## config.mk

```make
export PLATFORM = sky130hd
export DESIGN_NAME = pq_source_gate
export DESIGN_NICKNAME = d
export VERILOG_FILES = /design/src/rtl/pq_gate_pkg.sv /design/src/rtl/pq_op_decode.sv /design/src/rtl/pq_src_cell.sv /design/src/rtl/pq_source_gate.sv
export SDC_FILE = /design/constraint.sdc
export NUM_CORES = 1
export LEC_CHECK = 0
export ABC_AREA = 1
export BUFFER_PORTS_ARGS = -buffer_cell sky130_fd_sc_hd__buf_4
export CORE_ASPECT_RATIO = 1.2
export CORE_MARGIN = 1
export CORE_UTILIZATION = 62
export CTS_BUF_LIST = sky130_fd_sc_hd__clkbuf_8
export CTS_CLUSTER_DIAMETER = 40
export DETAILED_ROUTE_END_ITERATION = 6
export HOLD_SLACK_MARGIN = 0.1
export MAX_ROUTING_LAYER = met4
export PLACE_DENSITY = 0.88
export SKIP_LAST_GASP = 1
export SYNTH_ARGS = -nofsm -noshare
export SYNTH_HDL_FRONTEND = slang
export SYNTH_HIERARCHICAL = 1
export SYNTH_SLANG_ARGS = --single-unit
export TNS_END_PERCENT = 5
```

## constraint.sdc

```tcl
create_clock -name clk -period 6.4 [get_ports clk]
set_input_delay 0.32 -clock clk [delete_from_list [all_inputs] [get_ports clk]]
set_output_delay 0.32 -clock clk [all_outputs]
set_load 0.1 [all_outputs]
```

## src/rtl/pq_gate_pkg.sv

```systemverilog
package pq_gate_pkg;

    typedef struct packed {
        logic p;
        logic q;
    } pq_t;

    typedef enum logic [1:0] {
        PQ_OP_NONE  = 2'd0,
        PQ_OP_READ  = 2'd1,
        PQ_OP_SET   = 2'd2,
        PQ_OP_STORE = 2'd3
    } pq_op_e;

    typedef struct packed {
        pq_t  st;
        logic fwd;
    } pq_res_t;

    localparam logic [3:0] NIB_STORE = 4'h0;

    // Trigger rule: notify from an idle state, otherwise record in Q (MSI only).
    function automatic pq_res_t pq_fire(pq_t s, logic lsi);
        pq_res_t r;
        r.st  = s;
        r.fwd = 1'b0;
        if (!s.p) begin
            if (lsi || !s.q) begin
                r.st.p = 1'b1;
                r.fwd  = 1'b1;
            end
        end else if (!lsi) begin
            r.st.q = 1'b1;
        end
        return r;
    endfunction

endpackage

```

## src/rtl/pq_op_decode.sv

```systemverilog
module pq_op_decode
    import pq_gate_pkg::*;
#(
    parameter int SRC_W        = 3,
    parameter int PAGE_SHIFT   = 12,
    parameter bit OFFSET_QUIRK = 1'b0,
    localparam int ADDR_W      = SRC_W + PAGE_SHIFT
) (
    input  logic              op_valid,
    input  logic              op_write,
    input  logic [ADDR_W-1:0] op_addr,
    output logic [SRC_W-1:0]  dec_src,
    output pq_op_e            dec_kind,
    output logic [1:0]        dec_setval
);
    localparam int NIB_LSB = OFFSET_QUIRK ? 12 : 8;
    localparam logic [PAGE_SHIFT-1:0] NIB_MASK =
        {{(PAGE_SHIFT-4){1'b0}}, 4'hF} << NIB_LSB;

    logic [3:0] nib;
    logic       addr_unused;

    assign dec_src     = op_addr[ADDR_W-1:PAGE_SHIFT];
    assign nib         = op_addr[NIB_LSB+3:NIB_LSB];
    assign dec_setval  = nib[1:0];
    assign addr_unused = ^(op_addr[PAGE_SHIFT-1:0] & ~NIB_MASK);

    always_comb begin
        dec_kind = PQ_OP_NONE;
        if (op_valid) begin
            if (op_write)
                dec_kind = (nib == NIB_STORE) ? PQ_OP_STORE : PQ_OP_NONE;
            else
                dec_kind = (nib[3:2] == 2'b11) ? PQ_OP_SET : PQ_OP_READ;
        end
    end
endmodule

```

## src/rtl/pq_src_cell.sv

```systemverilog
module pq_src_cell
    import pq_gate_pkg::*;
#(
    parameter bit IS_LSI        = 1'b0,
    parameter bit HAS_SEOI      = 1'b0,
    parameter bit HAS_TRIG_PAGE = 1'b0
) (
    input  logic       clk,
    input  logic       rst,
    input  logic       op_hit,
    input  pq_op_e     op_kind,
    input  logic [1:0] op_setval,
    input  logic       trig_hit,
    output pq_t        pq_q,
    output logic       fwd_q
);
    localparam pq_t RST_PQ = IS_LSI ? 2'b10 : 2'b01;

    pq_t     pq_d;
    logic    fwd_d;
    pq_res_t res_op;
    pq_res_t res_tr;

    always_comb begin
        pq_d   = pq_q;
        fwd_d  = 1'b0;
        res_op = pq_fire(pq_q, IS_LSI);
        if (op_hit) begin
            case (op_kind)
                PQ_OP_SET: begin
                    pq_d.p = op_setval[1];
                    pq_d.q = IS_LSI ? 1'b0 : op_setval[0];
                end
                PQ_OP_STORE: begin
                    if (HAS_SEOI) begin
                        pq_d.p = pq_q.q;
                        pq_d.q = 1'b0;
                        fwd_d  = pq_q.q;
                    end else if (!HAS_TRIG_PAGE) begin
                        pq_d  = res_op.st;
                        fwd_d = res_op.fwd;
                    end
                end
                default: ;
            endcase
        end
        res_tr = pq_fire(pq_d, IS_LSI);
        if (trig_hit) begin
            pq_d  = res_tr.st;
            fwd_d = fwd_d | res_tr.fwd;
        end
    end

    always_ff @(posedge clk) begin
        if (rst) begin
            pq_q  <= RST_PQ;
            fwd_q <= 1'b0;
        end else begin
            pq_q  <= pq_d;
            fwd_q <= fwd_d;
        end
    end

    // off state is left only by a software operation, never notifies
    assert_off_holds_R3: assert property (@(posedge clk) disable iff (rst)
        (pq_q == 2'b01 && !op_hit) |=> (pq_q == 2'b01 && !fwd_q));

    // a presented source never notifies again from a trigger alone
    assert_pending_quiet_R2: assert property (@(posedge clk) disable iff (rst)
        (pq_q.p && !op_hit) |=> !fwd_q);

    // every notification leaves the source presented
    assert_fwd_sets_p_R12: assert property (@(posedge clk) disable iff (rst)
        fwd_q |-> pq_q.p);

    generate
        if (IS_LSI) begin : g_lsi_chk
            // a level-sensitive source never holds Q
            assert_lsi_no_q_R4: assert property (@(posedge clk) disable iff (rst)
                !pq_q.q);
        end
    endgenerate
endmodule

```

## src/rtl/pq_source_gate.sv

```systemverilog
module pq_source_gate
    import pq_gate_pkg::*;
#(
    parameter int                NUM_SRC        = 8,
    parameter int                PAGE_SHIFT     = 12,
    parameter bit                OFFSET_QUIRK   = 1'b0,
    parameter logic [NUM_SRC-1:0] LSI_MASK       = 8'b1100_0000,
    parameter logic [NUM_SRC-1:0] SEOI_MASK      = 8'b0000_0111,
    parameter logic [NUM_SRC-1:0] TRIG_PAGE_MASK = 8'b0011_0000,
    localparam int               SRC_W          = $clog2(NUM_SRC),
    localparam int               ADDR_W         = SRC_W + PAGE_SHIFT
) (
    input  logic               clk,
    input  logic               rst,
    input  logic               trig_valid,
    input  logic [SRC_W-1:0]   trig_src,
    input  logic               op_valid,
    input  logic               op_write,
    input  logic [ADDR_W-1:0]  op_addr,
    output logic               rd_valid,
    output logic [1:0]         rd_pq,
    output logic [NUM_SRC-1:0] ntf_vec
);
    logic [SRC_W-1:0] dec_src;
    pq_op_e           dec_kind;
    logic [1:0]       dec_setval;
    pq_t              pq_all [NUM_SRC];
    logic [1:0]       rd_next;

    pq_op_decode #(
        .SRC_W(SRC_W), .PAGE_SHIFT(PAGE_SHIFT), .OFFSET_QUIRK(OFFSET_QUIRK)
    ) u_dec (
        .op_valid(op_valid), .op_write(op_write), .op_addr(op_addr),
        .dec_src(dec_src), .dec_kind(dec_kind), .dec_setval(dec_setval)
    );

    generate
        for (genvar i = 0; i < NUM_SRC; i++) begin : g_src
            pq_src_cell #(
                .IS_LSI(LSI_MASK[i]),
                .HAS_SEOI(SEOI_MASK[i]),
                .HAS_TRIG_PAGE(TRIG_PAGE_MASK[i])
            ) u_cell (
                .clk(clk), .rst(rst),
                .op_hit(dec_kind != PQ_OP_NONE && dec_src == SRC_W'(i)),
                .op_kind(dec_kind), .op_setval(dec_setval),
                .trig_hit(trig_valid && trig_src == SRC_W'(i)),
                .pq_q(pq_all[i]), .fwd_q(ntf_vec[i])
            );
        end
    endgenerate

    always_comb begin
        rd_next = 2'b00;
        for (int i = 0; i < NUM_SRC; i++)
            if (dec_src == SRC_W'(i)) rd_next = pq_all[i];
    end

    always_ff @(posedge clk) begin
        if (rst) begin
            rd_valid <= 1'b0;
            rd_pq    <= 2'b00;
        end else begin
            rd_valid <= op_valid && !op_write;
            rd_pq    <= (op_valid && !op_write) ? rd_next : 2'b00;
        end
    end

    // every load is answered exactly one cycle later
    assert_load_answer_R5: assert property (@(posedge clk) disable iff (rst)
        (op_valid && !op_write) |=> rd_valid);

    // no answer appears without a load
    assert_no_spurious_rd_R9: assert property (@(posedge clk) disable iff (rst)
        !(op_valid && !op_write) |=> !rd_valid);
endmodule

```

* Word-level counts from Yosys, hierarchy flattened
Cells that the tools add are included.
** Word-level totals
- Bits in registers :: 27
- Input bits :: 23
- Output and inout bits :: 11
** Operators by class
- Equal/unequal tests :: 17
- Muxes and demuxes :: 82
- Bitwise logic cells :: 9
- Reduce and logical (&&, ||, !) cells :: 27
** Operators with widths (count)
- 2-bit 2-to-1 mux :: 28
- 1-bit 2-to-1 mux :: 48
- 3-bit == test (second input constant) :: 8
- 2-bit case mux with 2 select lines :: 6
- 1-bit logical AND :: 17
- 3-bit by 2-bit == test with 1-bit output (second input constant) :: 4
- 2-bit == test (second input constant) :: 3
- 3-bit by 1-bit == test with 1-bit output (second input constant) :: 2
- 3-bit zero test :: 2
- 1-bit bitwise OR :: 6
- 2-bit OR reduction :: 3
- 3-bit OR reduction :: 2
- 4-bit zero test :: 1
- 1-bit inverter :: 3
- 2-bit nonzero test :: 1
- 1-bit zero test :: 1

* Logic depth before layout (Yosys ltp)
Gate-level depths: netlist (run 1).
- Word-level depth :: 11
- Mapped depth :: 13
- Mapped depth without buffers :: 13

* Hierarchy
The synthesis (run 1) kept the hierarchy.
** By module, submodules not included
- pq_src_cell (g_src[0].u_cell ...) :: times used 3, cells an instance 29, area an instance 187.7 sq um, sequential area each 60.1 sq um
- pq_source_gate :: times used 1, cells an instance 74, area an instance 430.4 sq um, sequential area each 60.1 sq um
- pq_src_cell (g_src[4].u_cell ...) :: times used 2, cells an instance 23, area an instance 163.9 sq um, sequential area each 60.1 sq um
- pq_src_cell (g_src[6].u_cell ...) :: times used 2, cells an instance 18, area an instance 117.6 sq um, sequential area each 40.0 sq um
- pq_src_cell (g_src[3].u_cell) :: times used 1, cells an instance 25, area an instance 177.7 sq um, sequential area each 60.1 sq um
- pq_op_decode :: times used 1, cells an instance 19, area an instance 91.3 sq um, sequential area each 0.0 sq um

* Worst setup path before layout (run 1)
OpenSTA, ideal clock, no wires.
- Kind :: input-to-reg
- Start point :: input op_addr[9]
- End point :: register g_src[3].u_cell.fwd_q
- Setup time :: 0.117 ns
- Arrival :: 2.700 ns
- Path slack :: 3.583 ns
- Stages :: 10
- Buffers on the path :: 0
- Cells stage by stage :: nor2_1 nand2_1 a21oi_1 nor2_1 nor4_1 nand2_2 o21ai_2 nand2_2 nand3_2 a21oi_1
** On the way
- Cells in the longest elaborated chain, start to end :: 11
** Ends and longest elaborated chain
- from (decl) :: line pq_source_gate.sv:19 : input logic [ADDR_W-1:0] op_addr,
- 4-bit zero test (*) :: line pq_op_decode.sv:32 : dec_kind = (nib == NIB_STORE) ? PQ_OP_STORE : PQ_OP_NONE;
- 2-bit 2-to-1 mux (*) :: line pq_op_decode.sv:32
- 2-bit 2-to-1 mux (*) :: line pq_op_decode.sv:31 : if (op_write)
- 2-bit 2-to-1 mux (*) :: line pq_op_decode.sv:30 : if (op_valid) begin
- net dec_kind[1] :: line pq_source_gate.sv:25 : pq_op_e dec_kind;
- 2-bit == test or 2-bit nonzero test (tied branches) :: line pq_src_cell.sv:29, pq_source_gate.sv:45
- 2-bit case mux with 2 select lines or 1-bit logical AND (tied branches) :: line pq_src_cell.sv:29, pq_source_gate.sv:45
- 2-bit 2-to-1 mux :: line pq_src_cell.sv:28 : if (op_hit) begin
- 1-bit 2-to-1 mux :: line pq_gate_pkg.sv:28 : if (lsi || !s.q) begin
- 1-bit 2-to-1 mux :: line pq_gate_pkg.sv:27 : if (!s.p) begin
- 1-bit bitwise OR :: line pq_src_cell.sv:50 : fwd_d = fwd_d | res_tr.fwd;
- 1-bit 2-to-1 mux (*) :: line pq_src_cell.sv:48 : if (trig_hit) begin
- to (signal assigned) :: line pq_src_cell.sv:60 : fwd_q <= fwd_d;
- to (decl) :: line pq_src_cell.sv:15 : output logic fwd_q
The timed path passes the listed nets; every way through them passes the cells marked *.
A chain may end at the register's enable or synchronous reset.

* Worst setup path in the final report (run 1)
- Start point :: input op_addr[9]
- End point :: register g_src[3].u_cell/pq_q[0] (netlist name)
** On the way
- Cells in the longest elaborated chain, start to end :: 9
** Ends and longest elaborated chain
- 4-bit zero test (*) :: line pq_op_decode.sv:32
- 2-bit 2-to-1 mux (*) :: line pq_op_decode.sv:32
- 2-bit 2-to-1 mux (*) :: line pq_op_decode.sv:31
- 2-bit 2-to-1 mux (*) :: line pq_op_decode.sv:30
- net dec_kind[0] :: line pq_source_gate.sv:25
- 2-bit == test or 2-bit nonzero test (tied branches) :: line pq_src_cell.sv:29, pq_source_gate.sv:45
- 2-bit case mux with 2 select lines or 1-bit logical AND (tied branches) :: line pq_src_cell.sv:29, pq_source_gate.sv:45
- 2-bit 2-to-1 mux (*) :: line pq_src_cell.sv:28
- 1-bit 2-to-1 mux :: line pq_gate_pkg.sv:27
- 2-bit 2-to-1 mux (*) :: line pq_src_cell.sv:48
- to (signal assigned) :: line pq_src_cell.sv:59 : pq_q <= pq_d;
- to (decl) :: line pq_src_cell.sv:14 : output pq_t pq_q,
Marked as above.

==> metrics, run 1 <==
Seq cells post-synth 25; Final min period between 2000 and 2500 ps; library cells used by synthesis 26; wire per inst 11.3 µm; unrepaired setup endpoints after global routing false; Final setup violation count 0; CTS root buf clkbuf_8; CTS tree yes; WP data arrival 2500 ps; Worst R2R Setup Slack 5380 ps; # Post-CTS Setup Buffers 0; placed insts 336; Starting Density about two thirds; CORE AREA 0.00279 mm²; Syn Std Cell Area 0.00183 mm²; Startpoint Class input pin; final setup margin 4050 ps; Pwr per Cell Area between 150 and 200 mW/mm²; Final ANT Viol Nets 0; drt drc 0; Non-Filler Instances 340; vias per std cell 5.29; DIE WIDTH 51.5 µm; number of diodes 0; CTS Sinks 25; Max Cap Viol 0; Tot GR Track Use 27.0%; WS Path Type in -> reg; Synth Warn # 6; area added between synthesis and finish 10.1%; Clock Skew 0.840 ps; Rows 21; critical path capture point type register; IO Port Bufs 25; die height 61.4 µm; initial antenna violation count 0; Hold Fails Final Rpt 0; largest net degree at the start of global routing 19; RD Place Congestion 0.952; VDD IR max between 0.1 and 0.15 mV; Die Area approximately 0.0032 mm²; Detailed Route Iter0 Violations 63; first-pass GRT wire length 6270 µm; setup TNS 0 ps; hpwl dp 2900 µm; crit-path max FO 12; relative max-transition margin 57.3%; P_leak 0.000979 µW; TritonRoute pass-1 iters 4; I/O pin cnt 34; Syn Inst Count 287; max-slew violation count 0; Syn Area/Cell between 6 and 7 µm²; vias in the first global route 1,568; Worst Hold Class in -> reg; # H-tree levels 1; worst skew pair latency 260 ps; worst slack at placement between 3000 and 4000 ps; Worst-Margin Slew 635 ps; fmax roughly 430 MHz; DR vias 1,797; Power, Total 304 µW; Syn Nets slightly above 300; CTS Buf Count 3; Reg clk slew, reported paths 90 ps; sequential fraction of the synthesis area 27.4%; CTS max path bufs 2; status completed; Hold Buf Count CTS 0; required time of the critical path 6550 ps; layout cells sized above 1 30.1%; WL final 3830 µm; Post-CTS Resized 0; GRT overflow 0; part of the cycle the worst path needs 36.7%; nets 330
-- Yosys cell counts, drive strengths merged --
library cell | instances | area, µm²
nand2 | 78 | 348
inv | 57 | 219
nor2 | 35 | 144
dfxtp | 25 | 500
a21oi | 21 | 124
nand3 | 17 | 105
nand4 | 17 | 106
buf | 11 | 97.6
nor3 | 7 | 61.3
o21ai | 7 | 46.3
nor4 | 6 | 37.5
conb | 2 | 7.51
nand3b | 2 | 15.0
o211ai | 1 | 7.51
or2 | 1 | 6.26
-- layout make-up --
| cell class | instances | area [µm²] |
|---|---|---|
| repair buffers | 26 | 195 |
| flip-flops and latches | 25 | 500 |
| well taps | 34 | 42.5 |
| inverters | 57 | 219 |
| multi-input cells | 194 | 1010 |
| clock buffers | 3 | 41.3 |
| clock inverters | 1 | 3.75 |
| fillers | 249 | 774 |
-- state kept, by name, indices dropped and copies added (netlist names) --
signal              flops
g_src.u_cell/pq_q      14
g_src.u_cell/fwd_q      8
rd_pq                   2
rd_valid                1
-- cell families after synthesis --
logic type	after synthesis	synth area share (%)
AO/OA/AOI/OAI	29	9.73
buffers and inverters	68	17.3
flip-flops	25	27.4
other	2	0.411
AND/OR/NAND/NOR	163	45.1
-- worst paths after layout --
path / startpoint / to / cells past startpoint
hold reg to reg: g_src[4].u_cell/pq_q[0] / g_src[4].u_cell/pq_q[1] / 3
hold / removal: op_write / rd_valid / 2
setup reg to reg: g_src[3].u_cell/pq_q[0] / g_src[3].u_cell/pq_q[0] / 4
setup / recovery: op_addr[9] / g_src[3].u_cell/pq_q[0] / 13
-- critical path, stage by stage --
cell	delay, ps
buf_4	150
nor2_1	100
nand2_1	70
nand2_1	60
nand2_1	50
inv_1	400
nor2_1	260
nor4_1	540
nand2_2	150
nand2_1	100
o21ai_2	70
a21oi_1	130
o21ai_0	100
-- power breakdown --
group	internal, µW	switching (µW)	total (µW)	leakage (µW)
Combinational	16.1	38.6	54.8	0.000750
Sequential	157	0.612	157	0.000202
Clock	42.9	49.0	91.9	0.0000269
Total	216	88.2	304	0.000979
-- metal layers --
| layer | GRT usage (%) | wire length [µm] | vias up |
|---|---|---|---|
| met2 | 47.5 | 1940 | 47 |
| met1 | 30.5 | 1630 | 807 |
| li1 | - | - | 935 |
| met5 | - | 0 | - |
| met4 | 12.7 | 68 | 0 |
| met3 | 2.96 | 197 | 8 |
-- metrics by stage --
| stage | util, % | hold slack [ps] | area (µm²) |
|---|---|---|---|
| floorplan | - | 382 | 1830 |
| global placement | 70.6 | 525 | 1970 |
| detailed placement | 70.6 | 525 | 1970 |
| CTS | 72.2 | 264 | 2010 |
| global route | 72.2 | 265 | 2010 |
| finish | 72.2 | 264 | 2010 |
-- layout by cell type, fill, tap and decap left out, types with 3 or more instances in the layout --
cell	n
nor4_1	6
nand3_2	4
nand2_2	22
nor3_2	3
buf_4	26
nor3_1	3
a21oi_1	16
nand3_1	13
clkbuf_8	3
nand2_1	56
a21oi_2	5
nor2_1	30
o21ai_2	3
o21ai_1	3
nor2_2	5
nand4_1	17
dfxtp_1	25
inv_2	17
inv_1	39
Note: power is estimated with default switching activity, not from simulation.
==> run 2, diff against run 1 <==
--- a/config.mk
+++ b/config.mk
@@ -9,13 +9,13 @@
 export BUFFER_PORTS_ARGS = -buffer_cell sky130_fd_sc_hd__buf_4
 export CORE_ASPECT_RATIO = 1.2
 export CORE_MARGIN = 1
-export CORE_UTILIZATION = 62
+export CORE_UTILIZATION = 52
 export CTS_BUF_LIST = sky130_fd_sc_hd__clkbuf_8
 export CTS_CLUSTER_DIAMETER = 40
 export DETAILED_ROUTE_END_ITERATION = 6
 export HOLD_SLACK_MARGIN = 0.1
 export MAX_ROUTING_LAYER = met4
-export PLACE_DENSITY = 0.88
+export PLACE_DENSITY = 0.78
 export SKIP_LAST_GASP = 1
 export SYNTH_ARGS = -nofsm -noshare
 export SYNTH_HDL_FRONTEND = slang
==> constraint.sdc (replaced) <==
create_clock -name clk -period 2.15 [get_ports clk]
set_input_delay 0.1075 -clock clk [delete_from_list [all_inputs] [get_ports clk]]
set_output_delay 0.1075 -clock clk [all_outputs]
set_load 0.1 [all_outputs]
==> metrics, run 2 (synthesis gave the netlist of run 1 again) <==
filler instances 339 (was 249); Final setup violation count 0 (unchanged); DR vias 1,784 (was 1,797); DIE WIDTH 56.1 µm (was 51.5 µm); crit-path cells dlygate4sd3_1 > buf_4 > inv_1 > nand2_1 > nand2_1 > a21oi_4 > nor2_1 > nor4_1 > nand2_2 > o21ai_2 > nand2_2 > nand3_2 > a21oi_1 (was buf_4 > nor2_1 > nand2_1 > nand2_1 > nand2_1 > inv_1 > nor2_1 > nor4_1 > nand2_2 > nand2_1 > o21ai_2 > a21oi_1 > o21ai_0); P_leak 0.000999 µW (was 0.000979 µW); Startpoint Class input pin (unchanged); worst hold path endpoint g_src[1].u_cell/pq_q[1] (was rd_valid); most common cell after layout, fill and taps aside nand2_1 (unchanged); # H-tree levels 1 (unchanged); Die Area 0.00375 mm² (was 0.00317 mm²); nets 334 (was 330); vias per std cell 5.14 (was 5.29); largest net degree at the start of global routing 18 (was 19); Worst Hold Class in -> reg (unchanged); Post-CTS Resized 0 (unchanged); Final min period 2040 ps; CP peak stage delay 530 ps (was 540 ps); Starting Density 54.7% (was 65.5%); CTS Buf Count 3 (unchanged); unrepaired setup endpoints after global routing true (was false); FF-to-FF path depth 5 (was 4); worst reg2reg startpoint g_src[3].u_cell/pq_q[0] (unchanged); most frequent cells in the layout 56 x nand2_1, 38 x inv_1, 30 x nor2_1 (was 56 x nand2_1, 39 x inv_1, 30 x nor2_1); CTS Sinks 25 (unchanged); Pwr per Cell Area 449 mW/mm² (was 151 mW/mm²); capture point of the worst reg-to-reg path g_src[3].u_cell/fwd_q (was g_src[3].u_cell/pq_q[0]); hpwl dp 2960 µm (was 2900 µm); TritonRoute pass-1 iters 4 (unchanged); largest reg by FF count g_src.u_cell/pq_q (unchanged); area added between synthesis and finish 13.0% (was 10.1%); fmax 489 MHz; wire per inst 11.4 µm (was 11.3 µm); final setup margin 107 ps (was 4050 ps); required time of the critical path 2310 ps (was 6550 ps); Top delay family on crit path simple AND/OR/NAND/NOR gates (unchanged); Slowest-stage cell, CP dlygate4sd3_1 (was nor4_1); CTS root buf clkbuf_8 (unchanged); Cell Area, Placed 0.00200 mm² (was 0.00197 mm²); CTS tree yes (unchanged); part of the cycle the worst path needs 95.0%; CTS max path bufs 2 (unchanged); Clock Skew 3.81 ps (was 0.840 ps); worst slack at placement 199 ps (was 3790 ps); layout cells sized above 1 31.0% (was 30.1%); setup TNS 0 ps (unchanged); I/O pin cnt 34 (unchanged); critical path capture point type register (unchanged); Tot GR Track Use 22.5% (was 27.0%); Rows 23 (was 21); Worst R2R Setup Slack 1130 ps (was 5380 ps); Detailed Route Iter0 Violations 53 (was 63); Hold Fails Final Rpt 0 (unchanged); GRT overflow 0 (unchanged); Reg clk slew, reported paths 90 ps (about the same); worst skew pair latency 270 ps (was 260 ps); Hold Crit Start rst (was op_write); number of diodes 0 (unchanged); status completed (unchanged); FF/Latch Area 500 µm² (unchanged); initial antenna violation count 0 (unchanged); Power, Total 927 µW (was 304 µW); Final ANT Viol Nets 0 (unchanged); IO Port Bufs 25 (unchanged); multi-input combinational cell area 0.00102 mm² (was 0.00101 mm²); max-slew violation count 0 (unchanged); Final Cell Area 0.00206 mm² (was 0.00201 mm²); Worst-Margin Slew 571 ps (was 635 ps); CORE AREA 0.00334 mm² (was 0.00279 mm²); first-pass GRT wire length 6560 µm (was 6270 µm); vias in the first global route 1,635 (was 1,568); Max Cap Viol 0 (unchanged); WP data arrival 2210 ps (was 2500 ps); relative max-transition margin 61.6% (was 57.3%); WS Path Type in -> reg (unchanged); RD Place Congestion 0.901 (was 0.952); worst path bufs/invs 3 (was 2); drt drc 0 (unchanged); hold path depth 2 (unchanged); Largest register FFs 14 (unchanged); die height 66.9 µm (was 61.4 µm); VDD IR max 0.296 mV (was 0.108 mV); WL final 3950 µm (was 3830 µm); Top Registers g_src.u_cell/pq_q: 14 flops, g_src.u_cell/fwd_q: 8 flops, rd_pq: 2 flops (unchanged); crit-path max FO 6 (was 12)
==> run 2: how the worst max path moves through the flow <==
stage | startpoint | end | slack, ps | cells past startpoint
floorplan | op_addr[9] | g_src[3].u_cell/fwd_q | 220 | 10
global placement | op_addr[9] | g_src[3].u_cell/fwd_q | 290 | 13
detailed placement | op_addr[9] | g_src[3].u_cell/fwd_q | 200 | 13
CTS | op_write | g_src[3].u_cell/fwd_q | 110 | 13
global route | op_write | g_src[5].u_cell/pq_q[0] | -60 | 13
finish | op_write | g_src[3].u_cell/fwd_q | 110 | 13
==> run 2: stage by stage <==
stage	util, %	hold slack, ps	cells
finish	61.8	138	347
global placement	59.8	345	341
floorplan	-	170	287
global route	61.8	159	347
CTS	61.8	139	347
detailed placement	59.8	351	341
==> run 2: power by group <==
part / internal [µW] / switching, µW / total (µW)
logic: 54.2 / 117 / 172
clock network: 130 / 157 / 287
registers: 466 / 1.79 / 468
total: 650 / 277 / 927
==> run 2: what timing repair did <==
item | in CTS | in global routing
hold buffers | 2 | 0
hold endpoints to repair | 1 | 0
setup endpoints to repair | 0 | 5
setup buffers | 0 | 0
==> run 2: layout make-up <==
type / instances / area share [%]
multi-input combinational: 194 / 49.5
tap: 37 / 2.25
timing repair buffer: 30 / 11.2
clock inverter: 1 / 0.243
sequential: 25 / 24.3
inverter: 57 / 10.6
clock buffer: 3 / 2.00
==> run 2: per-layer routing <==
layer  wire length (µm)  track usage, %  vias up
li1                   -               -      942
met4                 65            10.7        0
met1               1700            23.3      798
met5                  0               -        -
met3                179            2.72        6
met2               2000            42.6       38
==> run 3, diff against run 2 <==
--- a/config.mk
+++ b/config.mk
@@ -9,13 +9,12 @@
 export BUFFER_PORTS_ARGS = -buffer_cell sky130_fd_sc_hd__buf_4
 export CORE_ASPECT_RATIO = 1.2
 export CORE_MARGIN = 1
-export CORE_UTILIZATION = 52
+export CORE_UTILIZATION = 29
 export CTS_BUF_LIST = sky130_fd_sc_hd__clkbuf_8
 export CTS_CLUSTER_DIAMETER = 40
 export DETAILED_ROUTE_END_ITERATION = 6
 export HOLD_SLACK_MARGIN = 0.1
 export MAX_ROUTING_LAYER = met4
-export PLACE_DENSITY = 0.78
 export SKIP_LAST_GASP = 1
 export SYNTH_ARGS = -nofsm -noshare
 export SYNTH_HDL_FRONTEND = slang
==> metrics, run 3 (synthesis gave the netlist of run 1 again) <==
final core occ 35.1% (was 61.8%); Final setup violation count 0 (unchanged); CTS max path bufs 2 (unchanged); P_leak 0.000999 µW (about the same); Pwr per Cell Area 439 mW/mm² (was 449 mW/mm²); wire per inst 10.4 µm (was 11.4 µm); hpwl dp 3130 µm (was 2960 µm); most common cell after layout, fill and taps aside nand2_1 (unchanged); GRT overflow 0 (unchanged); Clock Skew 1.23 ps (was 3.81 ps); WS Path Type in -> reg (unchanged); CP startpoint op_write (unchanged); critical path capture point type register (unchanged); I/O pin cnt 34 (unchanged); Max Cap Viol 0 (unchanged); Startpoint Class input pin (unchanged); status completed (unchanged); capture point of the worst reg-to-reg path g_src[3].u_cell/fwd_q (unchanged); # H-tree levels 1 (unchanged); WP data arrival 2190 ps (was 2210 ps); die height 88.9 µm (was 66.9 µm); layout cells sized above 1 31.3% (was 31.0%); CTS Buf Count 3 (unchanged); RD Place Congestion 0.835 (was 0.901); Top Registers g_src.u_cell/pq_q: 14 flops, g_src.u_cell/fwd_q: 8 flops, rd_pq: 2 flops (unchanged); number of diodes 0 (unchanged); largest reg by FF count g_src.u_cell/pq_q (unchanged); relative max-transition margin 63.5% (was 61.6%); DR vias 1,760 (was 1,784); CORE AREA 0.00605 mm² (was 0.00334 mm²); crit path to g_src[2].u_cell/pq_q[1] (was g_src[3].u_cell/fwd_q); Reg clk slew, reported paths 90 ps (about the same); Starting Density 30.2% (was 54.7%); Die Area 0.00662 mm² (was 0.00375 mm²); most frequent cells in the layout 56 x nand2_1, 38 x inv_1, 30 x nor2_1 (unchanged); Rows 31 (was 23); CTS Sinks 25 (unchanged); FF-to-FF path depth 4 (was 5); DIE WIDTH 74.4 µm (was 56.1 µm); largest net degree at the start of global routing 18 (unchanged); crit-path max FO 6 (unchanged); CTS root buf clkbuf_8 (unchanged); part of the cycle the worst path needs 91.8% (was 95.0%); VDD IR max 0.216 mV (was 0.296 mV); worst skew pair latency 270 ps (about the same); IO Port Bufs 25 (unchanged); worst reg2reg startpoint g_src[3].u_cell/pq_q[0] (unchanged); Worst R2R Setup Slack 1190 ps (was 1130 ps); Largest register FFs 14 (unchanged); required time of the critical path 2370 ps (was 2310 ps); Worst Hold Class in -> reg (unchanged); Tot GR Track Use 14.3% (was 22.5%); WL final 4060 µm (was 3950 µm); Final ANT Viol Nets 0 (unchanged); fmax 507 MHz (was 489 MHz); max-slew violation count 0 (unchanged); Hold Fails Final Rpt 0 (unchanged); area added between synthesis and finish 16.4% (was 13.0%); Worst-Margin Slew 542 ps (was 571 ps); initial antenna violation count 0 (unchanged); first-pass GRT wire length 7090 µm (was 6560 µm); drt drc 0 (unchanged); vias in the first global route 1,657 (was 1,635); CTS tree yes (unchanged); nets 334 (unchanged); TritonRoute pass-1 iters 4 (unchanged); vias per std cell 4.49 (was 5.14); Final min period 1970 ps (was 2040 ps); unrepaired setup endpoints after global routing true (unchanged); Power, Total 933 µW (was 927 µW); Detailed Route Iter0 Violations 99 (was 53)
run 3: power breakdown:
group / internal (µW) / leakage, µW / switching (µW)
sequential: 466 / 0.000202 / 1.73
clock: 130 / 0.0000255 / 163
combinational: 54.4 / 0.000771 / 117
total: 651 / 0.000999 / 282
run 3: critical path: stages:
cell           delay, ps
dlygate4sd3_1        530
buf_4                160
inv_1                 50
nand2_1               40
nand2_1               90
a21oi_4               40
nor2_1               370
buf_4                200
nor2_1                60
a21oi_1              200
inv_1                 70
nand2_2               80
nor2_1                50
a21oi_2              120
run 3: worst min path at each step:
| stage | depth (start not counted) | to | startpoint | slack, ps |
|---|---|---|---|---|
| finish | 2 | g_src[1].u_cell/pq_q[1] | rst | 150 |
| CTS | 2 | g_src[1].u_cell/pq_q[1] | rst | 140 |
| detailed placement | 2 | rd_valid | op_write | 360 |
| floorplan | 1 | g_src[0].u_cell/pq_q[1] | rst | 170 |
| global placement | 2 | rd_valid | op_write | 350 |
| global route | 2 | g_src[1].u_cell/pq_q[1] | rst | 160 |
run 3: area by class of cell:
type | instances | area, µm²
Clock buffer | 3 | 41.3
Tap cell | 82 | 103
Sequential cell | 25 | 500
Clock inverter | 1 | 5.00
Multi-Input combinational cell | 194 | 1030
Timing Repair Buffer | 30 | 230
Fill cell | 674 | 3930
Inverter | 57 | 219
run 3: repair_timing:
action                     4_1_cts  5_1_grt
resized for setup                0        1
buffers inserted                 0        0
hold endpoints to repair         1        0
hold buffers                     2        0
setup endpoints to repair        0        5
run 3: stage by stage:
stage          std cells  hold slack [ps]  TNS [ps]  cell area, µm²  setup slack (ps)
2_1_floorplan        287              170         0            1840               222
3_3_place_gp         386              349         0            2050               249
3_5_place_dp         386              356         0            2050               228
4_1_cts              392              142         0            2120              87.8
5_1_grt              392              156      -109            2120             -61.2
6_report             392              149         0            2120               176
run 3: layer usage:
layer	part of all wire (%)	GRT usage (%)	wire [µm]	vias to the layer above
li1	-	-	-	949
met5	0	-	0	-
met2	51	26.5	2080	21
met4	1.2	4.12	48	0
met1	45	15.5	1820	786
met3	2.7	2.14	108	4
